## config.mk

```make
export PLATFORM = sky130hd
export DESIGN_NAME = ctlr_reg_bridge
export DESIGN_NICKNAME = d
export VERILOG_FILES = /design/src/rtl/crb_pkg.sv /design/src/rtl/crb_host_regs.sv /design/src/rtl/crb_xfer_seq.sv /design/src/rtl/ctlr_reg_bridge.sv
export SDC_FILE = /design/constraint.sdc
export NUM_CORES = 1
export LEC_CHECK = 0
export ABC_AREA = 1
export BUFFER_PORTS_ARGS = -buffer_cell sky130_fd_sc_hd__buf_2
export CORE_MARGIN = 2
export CORE_UTILIZATION = 30
export DETAILED_ROUTE_END_ITERATION = 12
export PLACE_DENSITY_LB_ADDON = 0.25
export REMOVE_ABC_BUFFERS = 1
export SYNTH_ARGS = -nofsm -noshare
export SYNTH_HDL_FRONTEND = slang
export SYNTH_SLANG_ARGS = --single-unit
```

## constraint.sdc

```tcl
create_clock -name clk -period 4 [get_ports clk]
set_clock_uncertainty 0.15 [all_clocks]
set_input_delay 0.8 -clock clk [delete_from_list [all_inputs] [get_ports clk]]
set_output_delay 0.8 -clock clk [all_outputs]
set_load 0.02 [all_outputs]
```

## src/rtl/crb_pkg.sv

```systemverilog
package crb_pkg;
    // Control register field positions (host write at control offset)
    localparam int CTL_TARGET_BIT = 0;
    localparam int CTL_DIR_BIT    = 1;
    localparam int CTL_RUN_BIT    = 3;
    // Status register field positions (host read at the same offset)
    localparam int STS_IRQN_BIT   = 4;
    localparam int STS_BUSY_BIT   = 5;

    typedef enum logic [2:0] {
        PH_IDLE = 3'd0,
        PH_ADDR = 3'd1,
        PH_WAIT = 3'd2,
        PH_CAPT = 3'd3,
        PH_DONE = 3'd4
    } phase_e;

    typedef struct packed {
        logic target_rap;
        logic dir_rd;
        logic run_n;
    } ctl_t;
endpackage

```

## src/rtl/crb_host_regs.sv

```systemverilog
module crb_host_regs
    import crb_pkg::*;
#(
    parameter int DATA_W = 16,
    parameter int HOST_W = 8,
    parameter int ADDR_W = 3
) (
    input  logic              clk,
    input  logic              rst_n,
    input  logic [ADDR_W-1:0] h_addr,
    input  logic              h_wr,
    input  logic              h_rd,
    input  logic [HOST_W-1:0] h_wdata,
    output logic [HOST_W-1:0] h_rdata,
    input  logic [DATA_W-1:0] rd_hold,
    input  logic              busy,
    input  logic              irq_n,
    output logic [DATA_W-1:0] wr_hold,
    output ctl_t              ctl,
    output logic              go
);
    localparam int NB      = DATA_W / HOST_W;
    localparam int RD_BASE = NB;
    localparam int CTL_OFS = 2 * NB;
    localparam int CMD_OFS = 2 * NB + 1;

    typedef struct packed {
        logic [DATA_W-1:0] wr_hold;
        ctl_t              ctl;
        logic              irq_n;
    } regs_t;

    localparam regs_t REGS_RST = '{wr_hold: '0, ctl: '0, irq_n: 1'b1};

    regs_t regs_d, regs_q;

    logic [NB-1:0] wr_lane;
    logic [NB-1:0] rd_lane;
    logic          ctl_wr_hit;
    logic          ctl_rd_hit;

    // Per-byte decode of the holding-register windows
    for (genvar g = 0; g < NB; g++) begin : g_lane
        assign wr_lane[g] = h_wr && (h_addr == ADDR_W'(g));
        assign rd_lane[g] = h_rd && (h_addr == ADDR_W'(RD_BASE + g));
    end

    assign ctl_wr_hit = h_wr && (h_addr == ADDR_W'(CTL_OFS));
    assign ctl_rd_hit = h_rd && (h_addr == ADDR_W'(CTL_OFS));
    assign go         = h_wr && (h_addr == ADDR_W'(CMD_OFS));

    always_comb begin
        regs_d = regs_q;
        for (int b = 0; b < NB; b++) begin
            if (wr_lane[b]) begin
                regs_d.wr_hold[b*HOST_W +: HOST_W] = h_wdata;
            end
        end
        if (ctl_wr_hit) begin
            regs_d.ctl.target_rap = h_wdata[CTL_TARGET_BIT];
            regs_d.ctl.dir_rd     = h_wdata[CTL_DIR_BIT];
            regs_d.ctl.run_n      = h_wdata[CTL_RUN_BIT];
        end
        regs_d.irq_n = irq_n;
    end

    always_ff @(posedge clk or negedge rst_n) begin
        if (!rst_n) begin
            regs_q <= REGS_RST;
        end else begin
            regs_q <= regs_d;
        end
    end

    // Read mux: status at the shared offset, read holding bytes, else zero
    logic [HOST_W-1:0] status;
    always_comb begin
        status               = '0;
        status[STS_BUSY_BIT] = busy;
        status[STS_IRQN_BIT] = regs_q.irq_n;
    end

    always_comb begin
        h_rdata = '0;
        for (int b = 0; b < NB; b++) begin
            if (rd_lane[b]) begin
                h_rdata = rd_hold[b*HOST_W +: HOST_W];
            end
        end
        if (ctl_rd_hit) begin
            h_rdata = status;
        end
    end

    assign wr_hold = regs_q.wr_hold;
    assign ctl     = regs_q.ctl;
endmodule

```

## src/rtl/crb_xfer_seq.sv

```systemverilog
module crb_xfer_seq
    import crb_pkg::*;
#(
    parameter int DATA_W = 16
) (
    input  logic              clk,
    input  logic              rst_n,
    input  logic              go,
    input  logic              sel_rap,
    input  logic              dir_rd,
    input  logic [DATA_W-1:0] wr_hold,
    input  logic [DATA_W-1:0] c_rdata,
    output logic              c_stb,
    output logic              c_sel_rap,
    output logic              c_rd,
    output logic [DATA_W-1:0] c_wdata,
    output logic              busy,
    output logic [DATA_W-1:0] rd_hold
);
    typedef struct packed {
        phase_e            phase;
        logic              sel;
        logic              rd;
        logic [DATA_W-1:0] wdata;
        logic [DATA_W-1:0] rhold;
    } seq_t;

    seq_t seq_d, seq_q;

    always_comb begin
        seq_d = seq_q;
        unique case (seq_q.phase)
            PH_IDLE: begin
                if (go) begin
                    seq_d.phase = PH_ADDR;
                    seq_d.sel   = sel_rap;
                    seq_d.rd    = dir_rd;
                    seq_d.wdata = wr_hold;
                end
            end
            PH_ADDR: seq_d.phase = PH_WAIT;
            PH_WAIT: seq_d.phase = PH_CAPT;
            PH_CAPT: begin
                if (seq_q.rd) begin
                    seq_d.rhold = c_rdata;
                end
                seq_d.phase = PH_DONE;
            end
            PH_DONE: seq_d.phase = PH_IDLE;
            default: seq_d.phase = PH_IDLE;
        endcase
    end

    always_ff @(posedge clk or negedge rst_n) begin
        if (!rst_n) begin
            seq_q <= '0;
        end else begin
            seq_q <= seq_d;
        end
    end

    assign c_stb     = (seq_q.phase == PH_ADDR);
    assign busy      = (seq_q.phase != PH_IDLE);
    assign c_sel_rap = seq_q.sel;
    assign c_rd      = seq_q.rd;
    assign c_wdata   = seq_q.wdata;
    assign rd_hold   = seq_q.rhold;
endmodule

```

## src/rtl/ctlr_reg_bridge.sv

```systemverilog
module ctlr_reg_bridge
    import crb_pkg::*;
#(
    parameter int DATA_W = 16,
    parameter int HOST_W = 8,
    parameter int ADDR_W = $clog2(2 * (DATA_W / HOST_W) + 2)
) (
    input  logic              clk,
    input  logic              rst_n,
    input  logic [ADDR_W-1:0] h_addr,
    input  logic              h_wr,
    input  logic              h_rd,
    input  logic [HOST_W-1:0] h_wdata,
    output logic [HOST_W-1:0] h_rdata,
    output logic              c_stb,
    output logic              c_sel_rap,
    output logic              c_rd,
    output logic [DATA_W-1:0] c_wdata,
    input  logic [DATA_W-1:0] c_rdata,
    output logic              c_rst_n,
    input  logic              c_irq_n
);
    logic [DATA_W-1:0] wr_hold;
    logic [DATA_W-1:0] rd_hold;
    ctl_t              ctl;
    logic              go;
    logic              busy;

    crb_host_regs #(
        .DATA_W (DATA_W),
        .HOST_W (HOST_W),
        .ADDR_W (ADDR_W)
    ) u_regs (
        .clk     (clk),
        .rst_n   (rst_n),
        .h_addr  (h_addr),
        .h_wr    (h_wr),
        .h_rd    (h_rd),
        .h_wdata (h_wdata),
        .h_rdata (h_rdata),
        .rd_hold (rd_hold),
        .busy    (busy),
        .irq_n   (c_irq_n),
        .wr_hold (wr_hold),
        .ctl     (ctl),
        .go      (go)
    );

    crb_xfer_seq #(
        .DATA_W (DATA_W)
    ) u_seq (
        .clk       (clk),
        .rst_n     (rst_n),
        .go        (go),
        .sel_rap   (ctl.target_rap),
        .dir_rd    (ctl.dir_rd),
        .wr_hold   (wr_hold),
        .c_rdata   (c_rdata),
        .c_stb     (c_stb),
        .c_sel_rap (c_sel_rap),
        .c_rd      (c_rd),
        .c_wdata   (c_wdata),
        .busy      (busy),
        .rd_hold   (rd_hold)
    );

    assign c_rst_n = ctl.run_n;
endmodule

```

==> metrics <==
antenna viol nets, final=0; Levels on crit path=6; vias in the first global route=2142; register area=roughly 1400 um2; ranking of synthesized cells by area=dfrtp_1 (51%), nand2_1 (12%), nand3_1 (8.4%); worst hold margin=around 0.26 ns; wire length per cell=between 10 and 15 um; Hold-fix buffers, CTS=0; GRT overflow=0; setup TNS=0 ns; num ports=60; via density per instance=4.48; die width=99.5 um; GP Congestion=between 0.9 and 1; CP delay by family, top=simple AND/OR/NAND/NOR gates; final WL=about 6200 um; placed instance area=~3000 um2; Worst-Margin Slew=0.675 ns; NumNets Final=383; post-synth top area share=0.512; CTS Buf Count=9; Netlist Area Pre-Place=~2700 um2; power share of the clock group=0.264; Worst Slack Setup Final=approximately 1.3 ns; Crit path arrival time=1.77 ns; number of fill cells=923; max_slew headroom=0.550; Power Density=709 nW/um2; status=finished, final reports clean; Leak=1.68 nW; global-route wire length before repair=10400 um; slowest CP cell=nor2_1; critical path buffer and inverter count=3; die extent in y=about 100 um; final setup vio count=0; post-synthesis xor/xnor area fraction=0; fin crit share=0.681; worst-skew pair later-pin latency=0.33 ns; cts repair resizes=0; final non-filler cell total=464; maximum vdd drop=0.315 mV; Die ar.=about 9900 um2; final hold vios=0; Sink Count=57; Post-Synth Simple-Gate Area=0.251; R2R depth=6; std cell rows=34; internal power=1.41 mW; vias=around 2100; switch share=0.375; DP Worst Slack=1.27 ns; post-detail-place hpwl=just over 4000 um; CP Class=in -> out; H-tree depth=3; RSZ-0062 raised after global routing=false; core area=8810 um2; CTS max path bufs=2; Syn. warnings=0; CTS tree=yes; fin util=0.361; post-synthesis mux area share=0; initial DRC count=52; post-layout min period=2.72 ns; slowest stage delay, CP=0.38 ns; #FFs+latches synth=57; TritonRoute pass-1 iters=4; dpl cells=448; Clk pin slew, worst setup/hold paths=0.06 ns; design area=between 3000 and 4000 um2; logic gate share of total power=0.317; cell taking the most area after synthesis=dfrtp_1; Initial Util=0.311; initial antenna violation count=0; area taken by multi-input logic gates=958 um2; # DRC=0; Max Slew Vio Count=0; fmax=0.367 GHz; Max Cap Viol=0; Synth Area in Adders=0; Gate Count Post-Synth=307; sequential share of power=0.419; port bufs=59; Tot Pwr=between 2 and 2.5 mW; largest family of logic cells by synthesized area=simple AND/OR/NAND/NOR gates; largest net degree at the start of global routing=40; WP data required=3.05 ns; CP Launch Type=input pin; crit path cell chain=buf_2 > inv_1 > nor2_1 > nand3_1 > nand3_1 > buf_2; post-synth cell types=22; layout cell share with drive strength beyond 1=0.275; Mapped Avg Cell Area=roughly 9 um2; postcts setup bufs=0; CP endpoint kind=output pin; crit-path max FO=8; Compound-Gate Fraction of Synth Area=0.0987; switching power total=845 uW; root buf cell=clkbuf_8; HP Class=in -> async; sequential fraction of the synthesis area=0.521; global-route usage over all layers=0.134; antenna cell count=0; Area growth syn-to-layout=16.0%
==> cell type report <==
type	count	area share
tap	108	0.0426
clock buffer	11	0.0445
sequential	57	0.450
timing repair buffer	61	0.0977
clock inverter	5	0.0248
multi-input combinational	189	0.302
inverter	33	0.0390
==> path summary, 6_finish.rpt <==
path	from	end	slack [ns]
max	h_addr[1]	h_rdata[5]	1.28
min	rst_n	u_seq.c_rd	0.26
max reg2reg	u_seq.seq_q[36]	u_seq.rd_hold[11]	2.34
min reg2reg	u_seq.rd_hold[11]	u_seq.rd_hold[11]	0.32
max in group asynchronous	rst_n	u_seq.seq_q[34]	2.59
min in group clk	u_seq.rd_hold[11]	u_seq.rd_hold[11]	0.32
==> power by group through the flow <==
stage	combinational (mW)	sequential, mW	clock, mW
6_report	0.714	0.943	0.595
5_1_grt	0.808	0.971	0.638
4_1_cts	0.732	0.942	0.620
3_5_place_dp	0.729	0.951	0
3_3_place_gp	0.718	0.952	0
2_1_floorplan	0.360	1.04	0
==> cell families after synthesis <==
logic type | count (synthesis)
compound gates | 39
flops | 57
simple gates | 150
buf+inv | 61
==> per-layer routing <==
layer  wire, um  global-route usage  vias to the layer above  share of wire
met5          0                   0                        -              0
met4         53              0.0474                        0         0.0086
met3        396              0.0436                        7          0.064
met2       2640               0.208                       73           0.43
met1       3060               0.175                      949           0.50
li1           -                   -                     1052              -
==> placed cells by master (no fill, tap or decap), types with 3 or more instances in the layout <==
cell type  instances
o21ai_0           11
nand3_2            3
o21ai_2            8
buf_2             59
nor2_1             5
dfrtp_1           56
nand2_1           88
o21bai_1          18
inv_1             31
clkbuf_8          10
nand3_1           46
==> registers in the layout (all words and copies together), names as in the netlist <==
name             flops
u_regs.ctl           3
u_regs.regs_q        1
u_regs.wr_hold      16
u_seq.c_rd           1
u_seq.c_sel_rap      1
u_seq.c_wdata       16
u_seq.rd_hold       16
u_seq.seq_q          3
==> cell usage after synthesis, drive strengths merged <==
master and count:
inv 33, nor2 9, nand4 1, nand3 49, nand2 90, o21bai 18
clkbuf 2, dfstp 1, buf 26, o21ai 21, dfrtp 56, nor3 1
(Power assumes the default switching activity.)
